File: src/rtl/tlp_rl_pkg.sv
package tlp_rl_pkg;

   typedef enum logic {
      TX_IDLE = 1'b0,
      TX_BODY = 1'b1
   } tx_state_e;

   function automatic int unsigned idx_bits(input int unsigned n);
      return (n < 2) ? 1 : $clog2(n);
   endfunction

endpackage

File: src/rtl/tlp_rl_ready_track.sv
// Delays the sink ready so that slot_ok is high in the cycle where a pop
// lands on the output register exactly READY_LAT cycles after the grant.
module tlp_rl_ready_track #(
   parameter int unsigned READY_LAT = 3
) (
   input  logic clk,
   input  logic rst,
   input  logic sink_ready,
   output logic slot_ok
);
   localparam int unsigned STAGES = READY_LAT - 1;

   generate
      if (STAGES == 1) begin : g_one
         logic q;
         always_ff @(posedge clk) begin
            if (rst) q <= 1'b0;
            else     q <= sink_ready;
         end
         assign slot_ok = q;
      end else begin : g_chain
         logic [STAGES-1:0] q;
         always_ff @(posedge clk) begin
            if (rst) q <= '0;
            else     q <= {q[STAGES-2:0], sink_ready};
         end
         assign slot_ok = q[STAGES-1];
      end
   endgenerate

endmodule

File: src/rtl/tlp_rl_beat_store.sv
// Circular beat store that also counts the complete packets it holds.
module tlp_rl_beat_store #(
   parameter int unsigned BEAT_W = 8,
   parameter int unsigned DEPTH  = 4
) (
   input  logic                         clk,
   input  logic                         rst,
   input  logic                         push,
   input  logic                         push_last,
   input  logic [BEAT_W-1:0]            push_beat,
   input  logic                         pop,
   output logic [BEAT_W-1:0]            head_beat,
   output logic                         head_last,
   output logic                         full,
   output logic                         empty,
   output logic [$clog2(DEPTH+1)-1:0]   whole_pkts
);
   localparam int unsigned AW = tlp_rl_pkg::idx_bits(DEPTH);
   localparam int unsigned CW = $clog2(DEPTH + 1);

   logic [BEAT_W-1:0] mem [DEPTH];
   logic [DEPTH-1:0]  last_f;
   logic [AW-1:0]     wr_ptr;
   logic [AW-1:0]     rd_ptr;
   logic [CW-1:0]     fill;
   logic              do_push;
   logic              do_pop;

   assign do_push   = push & ~full;
   assign do_pop    = pop & ~empty;
   assign full      = (fill == CW'(DEPTH));
   assign empty     = (fill == '0);
   assign head_beat = mem[rd_ptr];
   assign head_last = last_f[rd_ptr];

   always_ff @(posedge clk) begin
      if (do_push) mem[wr_ptr] <= push_beat;
   end

   always_ff @(posedge clk) begin
      if (rst) begin
         wr_ptr     <= '0;
         rd_ptr     <= '0;
         fill       <= '0;
         last_f     <= '0;
         whole_pkts <= '0;
      end else begin
         if (do_push) begin
            wr_ptr         <= wr_ptr + AW'(1);
            last_f[wr_ptr] <= push_last;
         end
         if (do_pop) rd_ptr <= rd_ptr + AW'(1);
         fill       <= fill + CW'(do_push) - CW'(do_pop);
         whole_pkts <= whole_pkts + CW'(do_push & push_last)
                                  - CW'(do_pop & head_last);
      end
   end

endmodule

File: src/rtl/tlp_rl_tx_adapter.sv
module tlp_rl_tx_adapter
   import tlp_rl_pkg::*;
#(
   parameter int unsigned DATA_W       = 256,
   parameter int unsigned HDR_W        = 128,
   parameter int unsigned PFX_W        = 32,
   parameter int unsigned DEPTH        = 4,
   parameter int unsigned READY_LAT    = 3,
   parameter bit          HOLD_PAYLOAD = 1'b1
) (
   input  logic              clk,
   input  logic              rst,
   input  logic              up_valid,
   output logic              up_ready,
   input  logic [DATA_W-1:0] up_data,
   input  logic [HDR_W-1:0]  up_hdr,
   input  logic [PFX_W-1:0]  up_pfx,
   input  logic              up_sop,
   input  logic              up_eop,
   input  logic              up_err,
   input  logic              dn_ready,
   output logic              dn_valid,
   output logic [DATA_W-1:0] dn_data,
   output logic [HDR_W-1:0]  dn_hdr,
   output logic [PFX_W-1:0]  dn_pfx,
   output logic              dn_sop,
   output logic              dn_eop,
   output logic              dn_err
);
   localparam int unsigned HDR_LO = DATA_W;
   localparam int unsigned PFX_LO = HDR_LO + HDR_W;
   localparam int unsigned SOP_B  = PFX_LO + PFX_W;
   localparam int unsigned EOP_B  = SOP_B + 1;
   localparam int unsigned ERR_B  = SOP_B + 2;
   localparam int unsigned BEAT_W = ERR_B + 1;
   localparam int unsigned CW     = $clog2(DEPTH + 1);

   // elaboration-time parameter checks
   if (DEPTH < 4) begin : g_bad_depth
      $error("tlp_rl_tx_adapter: DEPTH must be at least 4");
   end
   if ((DEPTH & (DEPTH - 1)) != 0) begin : g_bad_pow2
      $error("tlp_rl_tx_adapter: DEPTH must be a power of two");
   end
   if (READY_LAT < 2) begin : g_bad_lat
      $error("tlp_rl_tx_adapter: READY_LAT must be at least 2");
   end
   if (DATA_W == 0 || HDR_W == 0 || PFX_W == 0) begin : g_bad_width
      $error("tlp_rl_tx_adapter: field widths must be non-zero");
   end

   logic              st_full;
   logic              st_empty;
   logic [CW-1:0]     whole_pkts;
   logic [BEAT_W-1:0] wr_beat;
   logic [BEAT_W-1:0] head_beat;
   logic              head_last;
   logic              push;
   logic              pop;
   logic              slot_ok;
   logic              pkt_ready;
   tx_state_e         tx_state;

   // ---------------- upstream side ----------------
   assign up_ready = ~st_full;
   assign push     = up_valid & up_ready;

   always_comb begin
      wr_beat                    = '0;
      wr_beat[DATA_W-1:0]        = up_data;
      wr_beat[HDR_LO +: HDR_W]   = up_sop ? up_hdr : '0;
      wr_beat[PFX_LO +: PFX_W]   = up_sop ? up_pfx : '0;
      wr_beat[SOP_B]             = up_sop;
      wr_beat[EOP_B]             = up_eop;
      wr_beat[ERR_B]             = up_err & up_eop;
   end

   tlp_rl_beat_store #(
      .BEAT_W (BEAT_W),
      .DEPTH  (DEPTH)
   ) u_store (
      .clk        (clk),
      .rst        (rst),
      .push       (push),
      .push_last  (up_eop),
      .push_beat  (wr_beat),
      .pop        (pop),
      .head_beat  (head_beat),
      .head_last  (head_last),
      .full       (st_full),
      .empty      (st_empty),
      .whole_pkts (whole_pkts)
   );

   // ---------------- grant tracking ----------------
   tlp_rl_ready_track #(
      .READY_LAT (READY_LAT)
   ) u_track (
      .clk        (clk),
      .rst        (rst),
      .sink_ready (dn_ready),
      .slot_ok    (slot_ok)
   );

   // ---------------- release control ----------------
   // A packet may start only when it is complete in the store; once started,
   // all of its beats are present, so every granted slot carries one.
   assign pkt_ready = (tx_state == TX_BODY) || (whole_pkts != '0);
   assign pop       = slot_ok & ~st_empty & pkt_ready;

   always_ff @(posedge clk) begin
      if (rst)      tx_state <= TX_IDLE;
      else if (pop) tx_state <= head_last ? TX_IDLE : TX_BODY;
   end

   // ---------------- output register ----------------
   always_ff @(posedge clk) begin
      if (rst) begin
         dn_valid <= 1'b0;
         dn_sop   <= 1'b0;
         dn_eop   <= 1'b0;
         dn_err   <= 1'b0;
      end else begin
         dn_valid <= pop;
         dn_sop   <= pop & head_beat[SOP_B];
         dn_eop   <= pop & head_beat[EOP_B];
         dn_err   <= pop & head_beat[ERR_B];
      end
   end

   generate
      if (HOLD_PAYLOAD) begin : g_hold
         always_ff @(posedge clk) begin
            if (pop) begin
               dn_data <= head_beat[DATA_W-1:0];
               dn_hdr  <= head_beat[HDR_LO +: HDR_W];
               dn_pfx  <= head_beat[PFX_LO +: PFX_W];
            end
         end
      end else begin : g_clear
         always_ff @(posedge clk) begin
            if (rst || !pop) begin
               dn_data <= '0;
               dn_hdr  <= '0;
               dn_pfx  <= '0;
            end else begin
               dn_data <= head_beat[DATA_W-1:0];
               dn_hdr  <= head_beat[HDR_LO +: HDR_W];
               dn_pfx  <= head_beat[PFX_LO +: PFX_W];
            end
         end
      end
   endgenerate

endmodule

File: config.mk
export PLATFORM = sky130hd
export DESIGN_NAME = tlp_rl_tx_adapter
export DESIGN_NICKNAME = d
export VERILOG_FILES = /design/src/rtl/tlp_rl_pkg.sv /design/src/rtl/tlp_rl_ready_track.sv /design/src/rtl/tlp_rl_beat_store.sv /design/src/rtl/tlp_rl_tx_adapter.sv
export SDC_FILE = /design/constraint.sdc
export NUM_CORES = 1
export LEC_CHECK = 0
export CELL_PAD_IN_SITES_DETAIL_PLACEMENT = 1
export CELL_PAD_IN_SITES_GLOBAL_PLACEMENT = 1
export CORE_UTILIZATION = 35
export CTS_BUF_LIST = sky130_fd_sc_hd__clkbuf_4 sky130_fd_sc_hd__clkbuf_8 sky130_fd_sc_hd__clkbuf_16
export CTS_CLUSTER_SIZE = 20
export DETAILED_ROUTE_END_ITERATION = 12
export GPL_ROUTABILITY_DRIVEN = 0
export PLACE_DENSITY = 0.56
export SYNTH_ARGS = -nofsm -noshare
export SYNTH_HDL_FRONTEND = slang
export SYNTH_SLANG_ARGS = --single-unit
File: constraint.sdc
create_clock -name clk -period 14.7 [get_ports clk]
set_clock_uncertainty 0.15 [all_clocks]
set_input_delay 2.205 -clock clk [delete_from_list [all_inputs] [get_ports clk]]
set_output_delay 2.205 -clock clk [all_outputs]
set_load 0.01 [all_outputs]
==> flow_summary.toml, run 1 <==
[drt]
wl_um = 188000
dr.pass1.iters = 7
dr.first_iter.drc_count = 2376
wl_per_cell_um = 27.0
route.detailed.drc = 0
vias = 33900
vias_per_cell = 4.88
ant_nets = 0

[synthesis]
synth_area_leader_cell = "edfxtp_1"
yosysUniqueCellTypes = 35
synthCells = 2886
yosysTopAreaCellShare_pct = 82.3
synth-async-reset-ratio_pct = 0
synth_top_flop_cell = "edfxtp_1"
syn_area_mm2 = 0.0763
ys_seq_area_share_pct = 82.9
ys_ff_latch = 2115
ys_warn_count = 0
avgSynthCellArea_um2 = 26.4
synth-edff-count = 2092
syn-num-nets = 3319
synth_area_leaders = "edfxtp_1 82%, mux4_1 10%, mux4_2 3.8%"

[timing]
finalMaxSlewViolations = 0
fin_crit_ns = 5.67
maxSlewHeadroom_pct = 21.0
timing.fmax_mhz = 176
setup_tns_ns = 0
rsz0062_at_grt = "no"
tightest_slew_ns = 1.19
final_hold_viol_count = 0
fin_ws_ns = 9.03
setup_viol = 0
min_period_over_period_pct = 38.6

[layout]
n_fill_cell = 19800
finalNonFillerCells = 6940
mostFrequentLayoutCells = "2,092 x edfxtp_1, 842 x clkdlybuf4s50_1, 290 x mux4_1"
mostFrequentLayoutCell = "edfxtp_1"
nNetsFinal = 4318
drive_above_1_share_pct = 13.1
area_growth_pct = 24.4

[floorplan]
core_mm2 = 0.217
die_w_um = 469
std_cell_rows = 171
ios = 844
die_h_um = 469
die_area_mm2 = 0.220
start_util_pct = 35.2

[critical_path]
cp.arrival_ns = 6.01
reg2reg_slack_ns = 10.10
critPathKind = "input port to flop"
worstReg2RegEnd = "dn_hdr[123]"
crit_path_start_kind = "input port"
crit_required_ns = 15.04
path_max_fanout = 54
endpoint_kind = "flop"
rr_worst_depth = 4

[worst_hold_path]
hp-class = "flop to flop"
worstHoldStart = "u_track.g_chain.q[0]"
hold_end = "u_track.g_chain.q[1]"
min_path_cells = 1

[global_routing]
grt_max_degree = 124
track_usage_pct = 16.6
grt_antenna_before_repair = 79
grt-ovfl-total = 0
grt_pass1_vias = 35300
grt_pass1_wl_um = 260000

[cts]
cts_setup_buffers = 0
cts_hold_buf = 0
cts_buffer_depth = 3
clk_pin_slew_ns = 0.06
clock-sinks = 2115
clock_latency_ns = 0.87
cts_tree = "built"
numCtsBuffers = 223
cts_resized = 0
clockRootBuffer = "clkbuf_16"
htreeDepth = 4

[placed_design]
port_buffers = 843
dp_worst_setup_slack_ns = 8.00
placed_cells = 6514
dp_hpwl_um = 113000

[power]
leakagePower_nw = 30.2
power_density_mw_per_mm2 = 143
ir_drop_mv = 0.120

[status]
outcome = "finished clean"

[run]
drv_cap = 0
where the power goes:
group / internal [mW] / switching (mW) / total (mW)
registers: 7.21 / 0.0978 / 7.31
clock network: 3.04 / 2.33 / 5.37
logic: 0.421 / 0.511 / 0.932
state kept, by name (all words and copies together) (netlist names), 2 cells and up, named ones only:
name                flops
u_store.mem          1676
dn_hdr                128
dn_data               256
u_store.fill            3
u_track.g_chain.q       2
u_store.last_f          4
dn_pfx                 32
u_store.wr_ptr          2
u_store.whole_pkts      3
u_store.rd_ptr          2
worst max-delay path, cell delays in order:
cell,delay (ns)
clkdlybuf4s50_1,0.79
and3_4,0.71
buf_4,0.68
buf_4,0.80
buf_4,0.64
worst max path at each step:
stage,from,endpoint,slack (ns)
finish,up_valid,u_store.mem[2][286],9.03
global placement,up_valid,u_store.mem[3][296],7.99
floorplan,up_valid,u_store.last_f[0],1.82
CTS,up_valid,u_store.mem[2][307],8.96
detailed placement,up_valid,u_store.mem[2][296],8.00
global route,up_valid,u_store.mem[3][276],8.86
Yosys cell counts (all sizes together), types with 5 or more instances:
library cell     n
nand2b           6
mux4           420
clkbuf          29
edfxtp        2092
ha               8
inv             14
buf             84
and2           163
nor2b            5
and3             5
nor2             8
dfxtp           23
through the flow:
stage          area, µm²  power [mW]  hold WS (ns)  util (%)
6_report           95000        13.6         0.299      43.8
5_1_grt            95000        14.1         0.333      43.8
4_1_cts            94900        13.8         0.308      43.8
3_5_place_dp       87900        8.40         0.282      40.5
3_3_place_gp       87900        8.36         0.285      40.5
2_1_floorplan      76300        8.12         0.264         -
final cells by class:
cell class	instances	area [µm²]	share of cell area (%)
Sequential cell	2115	63300	66.6
Multi-Input combinational cell	644	12100	12.7
Timing Repair Buffer	887	8880	9.35
Clock buffer	273	5970	6.29
Tap cell	2854	3570	3.76
Clock inverter	124	1040	1.10
Antenna cell	29	72.6	0.0764
Inverter	14	60.1	0.0632
layer usage:
metal | vias to the layer above | track usage [%] | share of wire, %
met5 | - | 0 | 0.25
met1 | 17900 | 20.8 | 41
met4 | 72 | 5.64 | 2.8
li1 | 14600 | - | -
met3 | 323 | 6.75 | 8.9
met2 | 1030 | 26.1 | 47
logic make-up (layout without fill, tap and decap cells):
logic type	after synthesis	after routing	synth area share (%)
compound gates	9	9	0.0852
xor+xnor	3	3	0.0344
fa+ha+maj	10	10	0.184
buf+inv	127	1298	1.27
flops	2115	2115	82.9
mux	426	426	13.9
other cells	0	29	0
simple gates	196	196	1.62
(Power assumes the default switching activity.)
==> inputs of run 2 (changes only) <==
Clock period 14.7 ns to 5.7 ns, I/O delays scaled along.
==> run 2 against run 1 <==
Compared with the run above: critical path type is now flop to primary output; largest cell class unchanged; combinational power rose to 2.7 times the previous value; worst hold slack improved by 0.012 ns; sequential power rose to 2.6 times the previous value.
==> flow_summary.toml, run 2 (same netlist as run 1, synthesis figures left out) <==
[status]
outcome = "finished clean"

[layout]
n_fill_cell = 19800
reg_top3 = "u_store.mem: 1676 flops, dn_data: 256 flops, dn_hdr: 128 flops"
nNetsFinal = 4345
mostFrequentLayoutCells = "2,092 x edfxtp_1, 842 x clkdlybuf4s50_1, 290 x mux4_1"
largest_reg_flops = 1676
regMostFlops = "u_store.mem"
mostFrequentLayoutCell = "edfxtp_1"
drive_above_1_share_pct = 14.1
final_util_pct = 44.1
area_growth_pct = 25.2

[global_routing]
track_usage_pct = 16.7
grt_antenna_before_repair = 71
grt_pass1_wl_um = 260000
grt-ovfl-total = 0
grt_pass1_vias = 35300
grt_max_degree = 121

[cts]
cts_buffer_depth = 3
cts_hold_buf = 0
cts_tree = "built"
clock_latency_ns = 0.86
clock-sinks = 2115
htreeDepth = 4
clk_pin_slew_ns = 0.06
clockRootBuffer = "clkbuf_16"
cts_setup_buffers = 0
cts_resized = 0
numCtsBuffers = 217

[critical_path]
critPathKind = "flop to primary output"
path_cells = "nor3b_2 > inv_1 > clkdlybuf4s50_1"
crit_path_start_kind = "flop"
critPathMaxStageDelay_ns = 0.59
crit_path_top_delay_cell = "clkdlybuf4s50_1"
endpoint_kind = "primary output"
path_max_fanout = 8
reg2reg_slack_ns = 2.43
crit_required_ns = 4.70
cp.arrival_ns = 2.32

[power]
switching_share_pct = 21.3
p_switching_mw = 7.56
ir_drop_mv = 0.356
clock_power_share_pct = 39.6
power_density_mw_per_mm2 = 370
leakagePower_nw = 30.5
p_int_mw = 27.9
power_mw = 35.4
p_seq_share_pct = 53.2
combPwrFrac_pct = 7.2

[floorplan]
die_h_um = 469
die_area_mm2 = 0.220
std_cell_rows = 171
core_mm2 = 0.217
start_util_pct = 35.2
die_w_um = 469
ios = 844

[drt]
dr.first_iter.drc_count = 2460
wl_per_cell_um = 27.1
vias = 33900
route.detailed.drc = 0
dr_wl_met2_um = 90700
vias_per_cell = 4.86
routed.top_layer = "met5"
wl_um = 189000
dr.pass1.iters = 6
ant_nets = 0
wl_met3_um = 14200
wl_met1_um = 78800

[timing]
tightest_slew_ns = 0.951
timing.fmax_mhz = 301
final_hold_viol_count = 0
fin_ws_ns = 2.37
rsz0062_at_grt = "no"
fin_crit_ns = 3.33
maxSlewHeadroom_pct = 36.6
min_period_over_period_pct = 58.4
setup_tns_ns = 0
finalMaxSlewViolations = 0
setup_viol = 0

[placed_design]
dp_worst_setup_slack_ns = 1.96
dp_hpwl_um = 118000
port_buffers = 843

[worst_hold_path]
hp-class = "flop to flop"

[run]
drv_cap = 0
run 2: changes by cell type in the layout (fill, tap and decap cells not counted), sizes merged:
cell      change
buf          +33
bufinv        +7
clkbuf        +6
clkinv       -26
clkinvlp      +4
diode         -6
inv           +5
run 2: layer usage:
layer / vias up / global-route usage, %
met5: - / 0
met4: 56 / 5.57
met3: 302 / 5.47
met2: 1030 / 26.6
met1: 17900 / 21.4
li1: 14600 / -
run 2: final timing paths:
check | from | to | cells past startpoint
worst min register to register | u_track.g_chain.q[0] | u_track.g_chain.q[1] | 1
worst min-delay path | u_track.g_chain.q[0] | u_track.g_chain.q[1] | 1
worst max-delay path | u_store.fill[2] | up_ready | 3
worst max register to register | tx_state | dn_data[107] | 5
run 2: worst max-delay path, delay by kind of cell, from the launching register on:
| kind | cells | cell delay, ns |
|---|---|---|
| flops | 1 | 0.40 |
| simple gates | 1 | 0.29 |
| buf+inv | 2 | 0.78 |
run 2: power groups by stage:
stage	sequential, mW	combinational [mW]	clock (mW)
6_report	18.8	2.53	14.0
5_1_grt	18.9	2.74	15.0
4_1_cts	18.9	2.63	14.5
3_5_place_dp	19.2	2.63	0
3_3_place_gp	19.1	2.58	0
2_1_floorplan	19.2	1.29	0
run 2: final cells by class:
| type | count | area [µm²] | area share [%] |
|---|---|---|---|
| diodes | 23 | 57.6 | 0.0602 |
| clock buffers | 279 | 5970 | 6.25 |
| clock inverters | 114 | 1160 | 1.21 |
| inverters | 14 | 56.3 | 0.0589 |
| multi-input cells | 644 | 12100 | 12.7 |
| flip-flops and latches | 2115 | 63300 | 66.2 |
| well taps | 2854 | 3570 | 3.74 |
| repair buffers | 920 | 9400 | 9.83 |
run 2: metrics by stage:
step / cells / cell area (µm²) / hold slack [ns]
after floorplan: 2886 / 76400 / 0.264
after global placement: 6547 / 88400 / 0.314
after detailed placement: 6547 / 88400 / 0.320
after CTS: 6940 / 95500 / 0.321
after global routing: 6951 / 95600 / 0.343
final: 6963 / 95600 / 0.311
==> inputs of run 3 (changes only) <==
Settings changed: PLACE_DENSITY 0.56 to 0.58.
Clock period 5.7 ns to 2.7 ns, I/O delays scaled along.
==> run 3 against run 2 <==
Compared with the run above: combinational power increased by 130%; first-iteration DRC count decreased by 0.89%; routed wire length decreased by 0.75%; sequential share of layout area decreased by 1.6 points; clock power increased by 120%; largest power group unchanged; critical path depth increased by 7; power increased by 110%; cell count increased by 2.7%.
==> flow_summary.toml, run 3 (same netlist as run 1, synthesis figures left out) <==
[status]
outcome = "finished clean"

[run]
drv_cap = 0

[global_routing]
grt_antenna_before_repair = 37
grt_pass1_vias = 36300
met1_usage_pct = 20.9
grt_max_degree = 64
grt_busiest_layer = "met2"
grt_pass1_wl_um = 260000
met2_usage_pct = 27.4
grt_use_met3_pct = 5.09
grt-ovfl-total = 0
track_usage_pct = 16.6

[timing]
rsz0062_at_grt = "no"
maxSlewHeadroom_pct = 42.2
tightest_slew_ns = 0.867
min_period_over_period_pct = 96.8
timing.fmax_mhz = 383
final_hold_viol_count = 0
fin_crit_ns = 2.61
finalMaxSlewViolations = 0
setup_viol = 0
setup_tns_ns = 0

[cts]
cts_buffer_depth = 3
cts_tree = "built"
clock-sinks = 2115
clk_pin_slew_ns = 0.06
htreeDepth = 4
numCtsBuffers = 216
clockRootBuffer = "clkbuf_16"
clock_latency_ns = 0.85

[layout]
drive_above_1_share_pct = 15.8
mostFrequentLayoutCells = "2,092 x edfxtp_1, 839 x clkdlybuf4s50_1, 290 x mux4_1"
reg_top3 = "u_store.mem: 1676 flops, dn_data: 256 flops, dn_hdr: 128 flops"
seq_area_mm2 = 0.0633
final_util_pct = 45.1
area_growth_pct = 28.3
mostFrequentLayoutCell = "edfxtp_1"
nNetsFinal = 4534
regMostFlops = "u_store.mem"
n_fill_cell = 19700
largest_reg_flops = 1676
final_area_mm2 = 0.0980
multi_input_area_mm2 = 0.0121

[critical_path]
endpoint_kind = "flop"
critPathKind = "flop to flop"
crit_required_ns = 3.30
reg2reg_slack_ns = 0.09
cp.arrival_ns = 3.21
path_max_fanout = 2
crit_path_start_kind = "flop"

[drt]
route.detailed.drc = 0
dr.first_iter.drc_count = 2438
wl_per_cell_um = 26.2
vias_per_cell = 4.85
dr.pass1.iters = 6
wl_um = 187000
vias = 34700
ant_nets = 0

[placed_design]
dpl_cell_area_mm2 = 0.0895
port_buffers = 843
dp_hpwl_um = 125000

[floorplan]
die_area_mm2 = 0.220
std_cell_rows = 171
start_util_pct = 35.2
die_w_um = 469
core_mm2 = 0.217
ios = 844
die_h_um = 469

[power]
ir_drop_mv = 0.643
power_mw = 75.9
power_density_mw_per_mm2 = 775
leakagePower_nw = 31.7

[worst_hold_path]
hp-class = "input port to flop"
-- run 3: cell count changes in the layout (fill, tap and decap cells not counted), sizes merged, moves of 6 or more --
| cell | before | now |
|---|---|---|
| dlygate4sd3 | 0 | 106 |
| buf | 78 | 162 |
| clkinv | 81 | 96 |
| diode | 23 | 11 |
| bufinv | 16 | 24 |
| clkbuf | 279 | 273 |
-- run 3: worst max-delay path, cell delays in order, from the launching register on --
cell	delay, ns
dfxtp_2	0.33
mux4_2	0.52
and2_2	0.21
ha_1	0.26
inv_1	0.06
ha_1	0.14
inv_1	0.05
fa_2	0.35
xor2_1	0.16
and2_1	0.18
nor3_2	0.11
-- run 3: area by class of cell --
class / instances / area share (%)
Antenna cell: 11 / 0.0281
Clock buffer: 273 / 6.05
Clock inverter: 133 / 1.41
Inverter: 14 / 0.0575
Multi-Input combinational cell: 644 / 12.4
Sequential cell: 2115 / 64.6
Tap cell: 2854 / 3.65
Timing Repair Buffer: 1110 / 11.8
-- run 3: power by group --
group	leakage [nW]	switching [mW]	internal, mW
clock	3.64	12.4	17.8
combinational	8.60	3.11	2.81
sequential	19.4	0.534	39.2
total	31.7	16.0	59.9
-- run 3: path summary, 6_finish.rpt --
kind / start / endpoint / cells past startpoint
setup / recovery: u_store.rd_ptr[0] / u_store.whole_pkts[2] / 10
hold reg to reg: u_track.g_chain.q[0] / u_track.g_chain.q[1] / 1
setup reg to reg: u_store.rd_ptr[0] / u_store.whole_pkts[2] / 10
hold / removal: up_data[102] / u_store.mem[3][102] / 1
-- run 3: what timing repair did --
item / in CTS / in global routing
hold buffers: 106 / 0
endpoints found under the setup margin: 4 / 2
cloned: 0 / 0
hold endpoints to repair: 465 / 0
gates resized for setup: 7 / 2
pin swaps: 1 / 2
setup buffers: 0 / 1
-- run 3: per-stage QoR --
stage,hold slack (ns),std cells,setup WS (ns)
3_5_place_dp,0.291,6630,-0.00168
5_1_grt,0.0198,7150,0.00930
6_report,0.0867,7154,0.0866
3_3_place_gp,0.287,6630,-0.0307
2_1_floorplan,0.264,2886,-4.95
4_1_cts,0.000339,7142,0.0104
-- run 3: routing by layer --
layer | up-vias | wire length, µm
li1 | 15000 | -
met1 | 18400 | 76700
met2 | 1022 | 91800
met3 | 287 | 13300
met4 | 36 | 5030
met5 | - | 232
